==> src/rtl/ddr_init_pkg.sv <==
package ddr_init_pkg;

  typedef enum logic [2:0] {
    OP_NOP = 3'b000,
    OP_PRE = 3'b001,
    OP_REF = 3'b010,
    OP_LMR = 3'b011
  } op_t;

  typedef enum logic [3:0] {
    S_IDLE, S_DLR, S_PRE, S_WPRE, S_REF1, S_WREF1, S_REF2, S_WREF2,
    S_LMR, S_WLMR, S_EMR, S_WEMR, S_DONE
  } st_t;

endpackage

==> src/rtl/ddr_init_timer.sv <==
module ddr_init_timer #(
  parameter int CW = 8
) (
  input  logic          clk,
  input  logic          rst,
  input  logic          load,
  input  logic [CW-1:0] load_val,
  input  logic          tick,
  output logic          last
);

  logic [CW-1:0] cnt;

  always_ff @(posedge clk) begin
    if (rst) begin
      cnt <= '0;
    end else if (load) begin
      cnt <= load_val;
    end else if (tick && cnt != '0) begin
      cnt <= cnt - CW'(1);
    end
  end

  assign last = (cnt == CW'(1));

  AST_TMR_NO_WRAP: assert property (@(posedge clk) disable iff (rst)
    (tick && !load) |-> (cnt != '0));

endmodule

==> src/rtl/ddr_init_mode.sv <==
module ddr_init_mode #(
  parameter int         ROW_W   = 13,
  parameter logic [2:0] BL_CODE = 3'b011
) (
  input  logic             cas4,
  output logic [ROW_W-1:0] mode_word,
  output logic [ROW_W-1:0] ext_word
);

  logic [6:0] low_bits;

  always_comb begin
    low_bits[2:0] = BL_CODE;
    low_bits[3]   = 1'b0;
    low_bits[6:4] = cas4 ? 3'd4 : 3'd3;
  end

  generate
    if (ROW_W > 7) begin : g_pad
      assign mode_word = {{(ROW_W-7){1'b0}}, low_bits};
    end else begin : g_trunc
      assign mode_word = low_bits[ROW_W-1:0];
    end
  endgenerate

  assign ext_word = '0;

endmodule

==> src/rtl/ddr_init_seq.sv <==
module ddr_init_seq #(
  parameter int TW      = 4,
  parameter int ROW_W   = 13,
  parameter int BANK_W  = 2,
  parameter int HOLD_NS = 200,
  parameter int CLK_PS  = 8000
) (
  input  logic              clk,
  input  logic              rst,
  input  logic              start,
  input  logic              cas4_sel,
  input  logic [TW-1:0]     t_rp,
  input  logic [TW-1:0]     t_mrd,
  input  logic [TW-1:0]     t_rc,
  output logic              dl_reset,
  output logic              cmd_nop,
  output logic              cmd_pre,
  output logic              cmd_ref,
  output logic              cmd_lmr,
  output logic [2:0]        cmd_code,
  output logic [BANK_W-1:0] bank,
  output logic [ROW_W-1:0]  addr,
  output logic              busy,
  output logic              done
);
  import ddr_init_pkg::*;

  localparam int HOLD_RAW  = (HOLD_NS * 1000 + CLK_PS - 1) / CLK_PS;
  localparam int HOLD_CLKS = (HOLD_RAW < 1) ? 1 : HOLD_RAW;
  localparam int HW        = $clog2(HOLD_CLKS + 1);
  localparam int CW        = (HW > TW) ? HW : TW;
  localparam int PALL_BIT  = 10;

  st_t           st, nxt;
  logic [TW-1:0] rp_q, mrd_q, rc_q;
  logic          cas4_q;
  logic          t_load, t_tick, t_last;
  logic [CW-1:0] t_val;
  logic [ROW_W-1:0] mode_word, ext_word;

  function automatic logic [TW-1:0] at_least_one(input logic [TW-1:0] v);
    return (v == '0) ? TW'(1) : v;
  endfunction

  ddr_init_timer #(.CW(CW)) i_timer (
    .clk(clk), .rst(rst), .load(t_load), .load_val(t_val),
    .tick(t_tick), .last(t_last)
  );

  ddr_init_mode #(.ROW_W(ROW_W)) i_mode (
    .cas4(cas4_q), .mode_word(mode_word), .ext_word(ext_word)
  );

  // latch configuration on an accepted start
  always_ff @(posedge clk) begin
    if (rst) begin
      rp_q   <= TW'(1);
      mrd_q  <= TW'(1);
      rc_q   <= TW'(1);
      cas4_q <= 1'b0;
    end else if (st == S_IDLE && start) begin
      rp_q   <= at_least_one(t_rp);
      mrd_q  <= at_least_one(t_mrd);
      rc_q   <= at_least_one(t_rc);
      cas4_q <= cas4_sel;
    end
  end

  // next state and gap timer control
  always_comb begin
    nxt    = st;
    t_load = 1'b0;
    t_val  = '0;
    t_tick = 1'b0;
    unique case (st)
      S_IDLE: if (start) begin
        nxt = S_DLR; t_load = 1'b1; t_val = CW'(HOLD_CLKS);
      end
      S_DLR: begin
        t_tick = 1'b1;
        if (t_last) nxt = S_PRE;
      end
      S_PRE: begin
        t_load = 1'b1; t_val = CW'(rp_q) - CW'(1);
        nxt = (rp_q == TW'(1)) ? S_REF1 : S_WPRE;
      end
      S_WPRE: begin
        t_tick = 1'b1;
        if (t_last) nxt = S_REF1;
      end
      S_REF1: begin
        t_load = 1'b1; t_val = CW'(rc_q) - CW'(1);
        nxt = (rc_q == TW'(1)) ? S_REF2 : S_WREF1;
      end
      S_WREF1: begin
        t_tick = 1'b1;
        if (t_last) nxt = S_REF2;
      end
      S_REF2: begin
        t_load = 1'b1; t_val = CW'(rc_q) - CW'(1);
        nxt = (rc_q == TW'(1)) ? S_LMR : S_WREF2;
      end
      S_WREF2: begin
        t_tick = 1'b1;
        if (t_last) nxt = S_LMR;
      end
      S_LMR: begin
        t_load = 1'b1; t_val = CW'(mrd_q) - CW'(1);
        nxt = (mrd_q == TW'(1)) ? S_EMR : S_WLMR;
      end
      S_WLMR: begin
        t_tick = 1'b1;
        if (t_last) nxt = S_EMR;
      end
      S_EMR: begin
        t_load = 1'b1; t_val = CW'(mrd_q) - CW'(1);
        nxt = (mrd_q == TW'(1)) ? S_DONE : S_WEMR;
      end
      S_WEMR: begin
        t_tick = 1'b1;
        if (t_last) nxt = S_DONE;
      end
      default: nxt = S_DONE;
    endcase
  end

  // output decode of the state being entered
  op_t               d_op;
  logic [BANK_W-1:0] d_bank;
  logic [ROW_W-1:0]  d_addr;

  always_comb begin
    d_op   = OP_NOP;
    d_bank = '0;
    d_addr = '0;
    case (nxt)
      S_PRE:  begin d_op = OP_PRE; d_addr[PALL_BIT] = 1'b1; end
      S_REF1, S_REF2: d_op = OP_REF;
      S_LMR:  begin d_op = OP_LMR; d_addr = mode_word; end
      S_EMR:  begin d_op = OP_LMR; d_bank = BANK_W'(1); d_addr = ext_word; end
      default: ;
    endcase
  end

  always_ff @(posedge clk) begin
    if (rst) begin
      st       <= S_IDLE;
      dl_reset <= 1'b0;
      cmd_nop  <= 1'b1;
      cmd_pre  <= 1'b0;
      cmd_ref  <= 1'b0;
      cmd_lmr  <= 1'b0;
      cmd_code <= OP_NOP;
      bank     <= '0;
      addr     <= '0;
      busy     <= 1'b0;
      done     <= 1'b0;
    end else begin
      st       <= nxt;
      dl_reset <= (nxt == S_DLR);
      cmd_nop  <= (d_op == OP_NOP);
      cmd_pre  <= (d_op == OP_PRE);
      cmd_ref  <= (d_op == OP_REF);
      cmd_lmr  <= (d_op == OP_LMR);
      cmd_code <= d_op;
      bank     <= d_bank;
      addr     <= d_addr;
      busy     <= (nxt != S_IDLE) && (nxt != S_DONE);
      done     <= (nxt == S_DONE);
    end
  end

  AST_ONE_STROBE: assert property (@(posedge clk) disable iff (rst)
    $countones({cmd_nop, cmd_pre, cmd_ref, cmd_lmr}) == 1);
  AST_PRE_AFTER_DLR: assert property (@(posedge clk) disable iff (rst)
    cmd_pre |-> ($past(dl_reset) && !dl_reset));
  AST_MODE_FIELDS: assert property (@(posedge clk) disable iff (rst)
    (cmd_lmr && bank == '0) |-> (addr[2:0] == 3'b011 && !addr[3]));
  AST_EXT_ZERO: assert property (@(posedge clk) disable iff (rst)
    (cmd_lmr && bank != '0) |-> (addr == '0));
  AST_DONE_STICKY: assert property (@(posedge clk) disable iff (rst)
    done |=> done);
  AST_BUSY_DONE_EXCL: assert property (@(posedge clk) disable iff (rst)
    !(busy && done));
  AST_NO_RESTART: assert property (@(posedge clk) disable iff (rst)
    done |=> (!busy && !dl_reset));

endmodule

==> config.mk <==
export PLATFORM = sky130hd
export DESIGN_NAME = ddr_init_seq
export DESIGN_NICKNAME = d
export VERILOG_FILES = /design/src/rtl/ddr_init_pkg.sv /design/src/rtl/ddr_init_timer.sv /design/src/rtl/ddr_init_mode.sv /design/src/rtl/ddr_init_seq.sv
export SDC_FILE = /design/constraint.sdc
export NUM_CORES = 1
export LEC_CHECK = 0
export BUFFER_PORTS_ARGS = -buffer_cell sky130_fd_sc_hd__buf_2
export CAP_MARGIN = 30
export CORE_AREA = 5 5 71 73
export CTS_BUF_LIST = sky130_fd_sc_hd__clkbuf_4 sky130_fd_sc_hd__clkbuf_8 sky130_fd_sc_hd__clkbuf_16
export CTS_CLUSTER_SIZE = 14
export DETAILED_ROUTE_END_ITERATION = 6
export DIE_AREA = 0 0 76 78
export PLACE_DENSITY = 0.73
export SLEW_MARGIN = 20
export SYNTH_ARGS = -nofsm -noshare
export SYNTH_HDL_FRONTEND = slang
export SYNTH_SLANG_ARGS = --single-unit
==> constraint.sdc <==
create_clock -name clk -period 1.9 [get_ports clk]
set_input_delay 0.19 -clock clk [delete_from_list [all_inputs] [get_ports clk]]
set_output_delay 0.19 -clock clk [all_outputs]
set_load 0.005 [all_outputs]
Yosys cells after proc, flatten, opt, wreduce, memory -nomap -nowiden
Cells that the tools add are included.
- register bits after elaboration: 47
- logic and storage cells: 95
- input port bits: 16
- reductions and logical operators: 18
- bitwise gates (word level): 1
- equality and inequality tests: 26
- add/subtract/negate cells: 4
- multiplexer cells: 28
- operators with widths (cell ; number):
    4-bit one-hot mux with 12 select lines ; 1
    4-bit 2-to-1 mux ; 11
    4-bit == test (second input constant) ; 7
    4-bit by 3-bit == test with 1-bit output (second input constant) ; 6
    4-bit by 1-bit == test with 1-bit output (second input constant) ; 5
    5-bit one-hot mux with 4 select lines ; 1
    4-bit logical NOT ; 4
    5-bit 2-to-1 mux ; 3
    4-bit by 1-bit subtractor with 5-bit output (second input constant) ; 3
    4-bit by 2-bit == test with 1-bit output (second input constant) ; 3
    2-bit OR reduction ; 5
    3-bit 2-to-1 mux ; 3
    3-bit by 2-bit == test with 1-bit output (second input constant) ; 2
    2-bit 2-to-1 mux ; 3
    2-bit one-hot mux with 3 select lines ; 1
    6-bit OR reduction ; 1
    5-bit by 1-bit == test with 1-bit output (second input constant) ; 1
    5-bit nonzero test ; 1
    5-bit OR reduction ; 1
    5-bit by 1-bit subtractor with 5-bit output (second input constant) ; 1
    1-bit 2-to-1 mux ; 4
    4-bit inequality test (second input constant) ; 1
    4-bit nonzero test ; 1
    3-bit by 1-bit == test with 1-bit output (second input constant) ; 1
    other kinds (5) ; 7

Depth between registers and ports, before layout
Gate-level depths: netlist of run 1.
- word-level depth: 7
- mapped depth: 7

Hierarchy
From an unflattened synthesis of run 1, not the netlist that was laid out.
- cells, all modules: 300
- area total of the unflattened synthesis: 2551.2 um^2
- modules (own cells, without submodules) (module ; cells an instance ; area each (um^2) ; instances):
    ddr_init_seq ; 232 ; 2019.4 ; 1
    ddr_init_timer ; 40 ; 332.8 ; 1
    ddr_init_mode ; 28 ; 198.9 ; 1

Worst setup path before layout of run 1
No wires, ideal clock.
- kind: reg2reg
- start point: register i_timer.cnt[1]
- end point: register done
- cell stages (with the launch flop): 8
- slack: 0.037 ns
- clock period less this slack: 1.863 ns
- arrival time: 1.785 ns
- required time: 1.822 ns
- cells stage by stage: dfxtp_1 > inv_1 > ha_1 > or4b_4 > o32ai_2 > a211oi_4 > or2_1 > nor3_1
- cells in the longest elaborated chain, start to end: 4
- elaborated cells on any way between the ends: 9
- classes of those cells: 2 x eq/ne; 7 x mux
- ends and longest elaborated chain (item ; RTL line ; source):
    from (decl) ; ddr_init_timer.sv:12 ; logic [CW-1:0] cnt;
    from (signal assigned) ; ddr_init_timer.sv:18 ; cnt <= load_val;
    from (signal assigned) ; ddr_init_timer.sv:20 ; cnt <= cnt - CW'(1);
    5-bit by 1-bit == test with 1-bit output * ; ddr_init_timer.sv:24 ; assign last = (cnt == CW'(1));
    4-bit 2-to-1 mux, or another cell as far along ; ddr_init_seq.sv:121 ; if (t_last) nxt = S_DONE;
    4-bit one-hot mux with 12 select lines * ; ddr_init_seq.sv:75 ; unique case (st)
    4-bit == test * ; ddr_init_seq.sv:169 ; done <= (nxt == S_DONE);
    to (signal assigned) ; ddr_init_seq.sv:169 ;
    to (decl) ; ddr_init_seq.sv:24 ; output logic done
Every way passes the cells marked *; elsewhere a longest branch is shown, timed or not.
A chain may end at the register's enable or synchronous reset.

Final worst setup path of run 1
- start point: register i_timer.cnt[1]
- end point: register addr[1]
- cells in the longest elaborated chain, start to end: 5
- elaborated cells on any way between the ends: 10
- classes of those cells: 2 x eq/ne; 8 x mux
- ends and longest elaborated chain (item ; RTL line ; source):
    5-bit by 1-bit == test with 1-bit output * ; ddr_init_timer.sv:24 ;
    4-bit 2-to-1 mux, or another cell as far along ; ddr_init_seq.sv:121 ;
    4-bit one-hot mux with 12 select lines * ; ddr_init_seq.sv:75 ;
    4-bit == test * ; ddr_init_seq.sv:136 ; case (nxt)
    2-bit 2-to-1 mux * ; ddr_init_seq.sv:136 ;
    to (signal assigned) ; ddr_init_seq.sv:167 ; addr <= d_addr;
    to (decl) ; ddr_init_seq.sv:22 ; output logic [ROW_W-1:0] addr,
Marks and branches as above.

==> results of run 1 <==
-- cell usage in the layout (no fill, tap or decap), types with 2 or more instances in the layout --
master | netlist | routed
nor3b_1 | 3 | 2
nand2_1 | 16 | 15
clkbuf_8 | 0 | 5
or2_2 | 2 | 2
nor4b_2 | 2 | 2
nor4_1 | 4 | 3
nand3_1 | 10 | 9
inv_1 | 10 | 8
buf_4 | 11 | 39
and2_1 | 4 | 3
dfxtp_2 | 0 | 7
dfxtp_1 | 36 | 29
nand2b_1 | 5 | 5
buf_2 | 5 | 31
nor4b_4 | 0 | 2
nand3_4 | 0 | 2
nor2_2 | 0 | 2
conb_1 | 1 | 9
or4b_4 | 1 | 3
mux2i_1 | 2 | 2
buf_6 | 0 | 2
a21oi_1 | 16 | 15
nor3_1 | 21 | 16
a211oi_1 | 2 | 2
inv_2 | 0 | 2
xnor2_1 | 10 | 10
nor3_2 | 0 | 5
or3_1 | 2 | 2
nor2_1 | 19 | 17
o21ai_0 | 5 | 5
o22ai_1 | 5 | 4
ha_1 | 9 | 8
-- where the power goes --
part / internal, mW / leakage [nW] / switching, mW
sequential: 0.865 / 0.297 / 0.109
clock: 0.388 / 0.0541 / 0.289
combinational: 0.660 / 0.788 / 0.662
-- layout make-up --
class,count,area share (%)
clock inverters,3,1.538
clock buffers,5,2.489
repair buffers,72,17.01
multi-input cells,177,48.87
well taps,52,2.353
inverters,10,1.357
flip-flops and latches,36,26.38
-- cell families after synthesis --
logic type | Yosys count | share of synthesized area, %
buffers and inverters | 31 | 8.097
DFF | 36 | 35.60
xor gates and xnor gates | 11 | 4.759
and+or+nand+nor | 103 | 28.99
other | 1 | 0.1852
AOI/OAI and AO/OA | 42 | 15.27
adders and majority gates | 9 | 5.563
muxes | 3 | 1.545
-- repair_timing --
item,4_1_cts,5_1_grt
setup endpoints to repair,14,20
setup buffers,3,2
pin swaps,6,9
gates resized for setup,16,28
-- final timing paths --
| kind | endpoint | slack (ps) | from |
|---|---|---|---|
| hold / removal | cas4_q | 130 | cas4_sel |
| hold reg to reg | addr[5] | 500 | cas4_q |
| setup / recovery | addr[1] | -70 | i_timer.cnt[1] |
| setup reg to reg | addr[1] | -70 | i_timer.cnt[1] |
-- registers in the layout, summed over array words and instances (netlist names) --
signal	cells
addr	4
bank	1
busy	1
cas4_q	1
cmd_code	2
cmd_lmr	1
cmd_nop	1
cmd_pre	1
cmd_ref	1
dl_reset	1
done	1
i_timer.cnt	5
mrd_q	4
rc_q	4
rp_q	4
st	4
-- metrics by stage --
stage,cells,hold slack [ps]
floorplan,244,333.9
global placement,342,422.0
detailed placement,342,427.4
CTS,353,129.7
global route,355,167.5
finish,355,134.7
-- layer usage --
layer,share of wire (%),vias up,global-route usage (%)
li1,-,947,-
met1,41,883,20.03
met2,51,71,29.45
met4,1.8,0,5.694
met3,5.9,8,3.588
met5,0,-,0
-- worst max-delay path, delay by kind of cell (launching register included) --
kind                     cells  cell delay [ps]
AND/OR/NAND/NOR              3              770
AO/OA/AOI/OAI                2              590
flip-flops                   1              330
adder cells (fa/ha/maj)      1              120
buffers and inverters        1               70
==> key figures, run 1 <==
Synth
  • Yosys reg bits: 36
  • Top-area cell type share of the netlist area: 35.60%
  • Synth Instances: 236
  • Post-synth ARST share: 0%
  • Synth area leaders: dfxtp_1 36%, ha_1 5.6%, nor3_1 5.2%
  • Netlist Area Pre-Place: between 0.002 and 0.0025 sq mm
  • Post-synth top cells: 36 x dfxtp_1, 21 x nor3_1, 19 x nor2_1
  • Main synth FF type: dfxtp_1
  • Sequential fraction of the synthesis area: roughly 36%
  • Count leader, synth: dfxtp_1
  • Yosys warns: 0
  • Post-synth EDFFs: 0
  • Synth unique cells: between 50 and 60
  • Post-synth top area cell: dfxtp_1
  • Avg Inst Size Synth: 8.578 sq um

Clock tree
  • Cts hold-fix bufs: 0
  • Max Buffers Root-to-Sink: 2
  • Root buf cell: clkbuf_8
  • H-tree lvl count: 2
  • Clock transition at the registers of the reported paths: around 80 ps
  • Clock sinks: 36
  • CTS tree: built
  • CTS buffer count: 5
  • Clk_lat worst skew: 290 ps

Setup path
  • Critical path, cell by cell: inv_2 -> ha_4 -> nor4b_4 -> o22ai_2 -> a211oi_4 -> or2b_1 -> nor3_2
  • Critical Path RT: 2110 ps
  • Setup crit start kind: register
  • Slowest cell on crit path: a211oi_4
  • Max incr delay on CP: 430 ps
  • Arrival @ worst endpoint: between 2000 and 2500 ps
  • Critical path class: register to register
  • CP Max Fanout: 7
  • CP endpoint kind: register
  • Reg2reg path depth: 7

Timing
  • RSZ-0062 raised after global routing: yes
  • Fin crit share: 103.9%
  • Setup TNS: -267.5 ps
  • Final min period: ~2000 ps
  • Setup-failing EPs final: 6
  • Hold Vio Cnt, Final: 0
  • Final worst slack: -74.64 ps
  • Worst Skew: roughly 9.5 ps
  • Transition time of the tightest slew-check pin: 516.1 ps
  • Fmax: 0.5064 GHz
  • Slew Viols, Final: 0
  • Max_slew headroom: 65.60%

Placement
  • Placed cell areas: 0.002425 sq mm
  • # port buffers: 31
  • Setup Slack @ Placement: -148.1 ps
  • HPWL Detailed: 3663 microns
  • Gp weighted congestion: 0.8329

Die
  • Core ar.: 0.004294 sq mm
  • Die Ht: 78 microns
  • # rows: 24
  • Initial Utilization: 47.14%
  • Die Footprint: 0.005928 sq mm
  • IO Pins: 41
  • Die Wd: 76 microns

Cells and area
  • Final Instance Area: 0.002765 sq mm
  • Final-layout fill cell count: approximately 350
  • Fin util: between 60 and 70%
  • Synth-to-layout area growth: 36.59%
  • Multi-input logic area: 0.001351 sq mm
  • FF/Latch Area: 729.5 sq um
  • Share of post-route cells with drive strength above 1: roughly two fifths
  • Final net count: 327
  • # diodes: 0

Power and ir drop
  • Pwr Total: 2.974 mW
  • Leakage Power: ~1.1 nW
  • Worst vdd rail ir drop: about 760 uV
  • Pwr dens: 1075 mW/mm^2

GRT
  • Antenna violations before repair: 0
  • Largest net degree at the start of global routing: 22
  • GRT Overall Usage: 16.72%
  • Grt ovf: 0
  • First-pass GRT wire length: 8155 microns
  • Vias in the first global route: 1822

Run status
  • Status: finished, violations left
  • Failing checks: setup timing

Detailed routing
  • Vias post-DR: 1909
  • WL final: roughly 5400 microns
  • Drt drc: 0
  • Vias/cell: about 5.4
  • Initial DRC count: 120
  • Antenna viol nets, final: 0
  • Routed WL per cell: approximately 15 microns
  • DR pass1 iterations: 4

Hold path
  • Hold path depth: 3
  • Worst hold-check path type: primary input to register

Job
  • Max cap viols: 0
(Power assumes the default switching activity.)
==> inputs of run 2 (changes only) <==
ABC_AREA = 1   (was not set)
==> run 2 against run 1 <==
  * The run now ends clean
  * Clock skew down 5.9 ps
  * Utilization down 9.8 points
  * Sequential power down 5.5%
  * Worst setup slack better by 350 ps
  * Global-route usage down 2.2 points
  * Via count down 5.0%
  * Non-clock buffer count down 40
  * Power down 15%
  * Hold slack better by 19 ps
  * Count of clock-buffer cells in the layout unchanged
  * Critical endpoint is now cmd_nop
==> key figures, run 2 <==
Timing
  • Fmax: 0.6159 GHz
  • Setup TNS: 0 ps
  • Final min period: 1624 ps
  • RSZ-0062 raised after global routing: no
  • Setup-failing EPs final: 0
  • Worst Skew: around 3.6 ps
  • Final worst slack: 276.5 ps
  • Fin crit share: 85.45%
  • Slew Viols, Final: 0
  • Hold Vio Cnt, Final: 0
  • Max_slew headroom: around three fifths
  • Transition time of the tightest slew-check pin: 594.9 ps

Clock tree
  • Root buf cell: clkbuf_8
  • Post CTS Setup Buffer Count: 0
  • H-tree lvl count: 2
  • Clock sinks: 36
  • Post_cts resized: 0
  • CTS tree: built
  • Max Buffers Root-to-Sink: 2
  • Cts hold-fix bufs: 0
  • Clk_lat worst skew: 290 ps
  • Clock transition at the registers of the reported paths: about 70 ps
  • CTS buffer count: 5

Synth
  • Post-synth top cells: 43 x nand2_1, 36 x dfxtp_1, 34 x inv_1
  • Yosys reg bits: 36
  • Sequential fraction of the synthesis area: 35.36%
  • Post-synth EDFFs: 0
  • Main synth FF type: dfxtp_1
  • Post-synth top area cell: dfxtp_1
  • Top-area cell type share of the netlist area: 35.36%
  • Avg Inst Size Synth: ~7.1 sq um
  • Count leader, synth: nand2_1
  • Netlist Area Pre-Place: 0.002038 sq mm
  • Synth Instances: 288
  • Post-synth ARST share: 0%
  • Synth unique cells: 31
  • Synth area leaders: dfxtp_1 35%, nand2_1 7.9%, inv_1 6.3%
  • Yosys warns: 0

Setup path
  • Max incr delay on CP: about 330 ps
  • Critical path class: register to register
  • FF-to-FF Start: i_timer.cnt[1]
  • Worst reg2reg endpoint: cmd_nop
  • Reg2reg path depth: 13
  • Critical Path Source: i_timer.cnt[1]
  • CP endpoint kind: register
  • CP Max Fanout: 5
  • Crit. path cell count: 13
  • WP buf/inv: 3
  • Slowest cell on crit path: dfxtp_1
  • Critical Path RT: 2090 ps
  • Top Family by Delay on Critical Path: simple AND/OR/NAND/NOR gates
  • Most frequent CP cell: nand2_1
  • Setup crit end: cmd_nop
  • Critical path, cell by cell: inv_1 -> ha_1 -> inv_1 -> nor2_1 -> nand2_1 -> nand2_1 -> nand2_1 -> nor2_1 -> nand2_2 -> inv_2 -> nand2_2 -> nor2_2 -> nor2_2
  • Setup crit start kind: register
  • Arrival @ worst endpoint: 1810 ps
  • Reg2reg setup slack: 280 ps

GRT
  • Largest net degree at the start of global routing: 21
  • GRT Overall Usage: 14.51%
  • Vias in the first global route: 1744
  • Antenna violations before repair: 0
  • Grt ovf: 0
  • First-pass GRT wire length: 7189 microns

Cells and area
  • Most flop-heavy register: i_timer.cnt
  • # diodes: 0
  • Final net count: 343
  • Max FFs per register: 5
  • Most frequent cells in the layout: 43 x nand2_1, 36 x dfxtp_1, 34 x inv_1
  • Final Instance Area: 0.002346 sq mm
  • Most common cell after layout, fill and taps aside: nand2_1
  • Share of post-route cells with drive strength above 1: about a quarter
  • Synth-to-layout area growth: 15.10%
  • Fin util: 54.63%

Job
  • Max cap viols: 0

Placement
  • # port buffers: 31
  • Setup Slack @ Placement: 282.9 ps
  • Gp weighted congestion: about 0.88
  • Placed cell areas: 0.002187 sq mm
  • HPWL Detailed: 3323 microns

Power and ir drop
  • Leakage Power: 1.188 nW
  • Worst vdd rail ir drop: 626.0 uV
  • Pwr dens: 1072 mW/mm^2
  • Pwr Total: approximately 2.5 mW

Detailed routing
  • DR pass1 iterations: 4
  • Routed WL per cell: 11.41 microns
  • Initial DRC count: 67
  • Antenna viol nets, final: 0
  • Drt drc: 0
  • WL final: ~4200 microns
  • Vias/cell: a little under 5
  • Vias post-DR: 1814

Die
  • Core ar.: 0.004294 sq mm
  • # rows: 24
  • Die Wd: ~76 microns
  • Die Ht: 78 microns
  • Die Footprint: 0.005928 sq mm
  • IO Pins: between 40 and 50
  • Initial Utilization: a little under half

Hold path
  • Worst hold-check path type: primary input to register
  • Hold path depth: 3

Run status
  • Status: finished, final reports clean
run 2: worst reg2reg max path, delay by kind of cell, from the launching register on:
family	cells	cell delay [ps]
and+or+nand+nor	9	850
adders and majority gates	1	150
buffers and inverters	3	200
DFF	1	330
run 2: cell families after synthesis:
family,Yosys count,synth area share [%]
other cells,1,0.1840
simple gates,129,30.63
xor+xnor,5,2.148
buf+inv,59,13.08
fa+ha+maj,9,5.525
flops,36,35.36
compound gates,49,13.08
run 2: final cells by class:
cell class | count | area [sq um]
clock inverter | 3 | 90.09
sequential | 36 | 720.7
fill | 406 | 1948
clock buffer | 5 | 68.82
timing repair buffer | 32 | 162.7
multi-input combinational | 201 | 1081
tap | 52 | 65.06
inverter | 42 | 157.7
run 2: layer usage:
layer,GRT usage [%],wire [microns],up-vias
li1,-,-,962
met1,16.46,1896,808
met2,25.94,2037,35
met3,3.588,208,9
met4,5.694,91,0
met5,0,0,-
run 2: worst min-delay path by stage:
stage	from	endpoint	slack, ps
after floorplan	rst	addr[1]	270
after global placement	cas4_q	addr[5]	400
after detailed placement	cas4_q	addr[5]	400
after CTS	t_rp[0]	rp_q[0]	150
after global routing	t_rp[0]	rp_q[0]	170
final	t_rp[0]	rp_q[0]	150
run 2: power by group:
part	internal, mW	switching, mW
clock network	0.657	0.286
logic	0.238	0.413
registers	0.848	0.0724
run 2: stage by stage:
| step | hold slack (ps) | cells |
|---|---|---|
| 2_1_floorplan | 273.9 | 296 |
| 3_3_place_gp | 396.6 | 363 |
| 3_5_place_dp | 397.1 | 363 |
| 4_1_cts | 153.8 | 371 |
| 5_1_grt | 167.5 | 371 |
| 6_report | 154.0 | 371 |
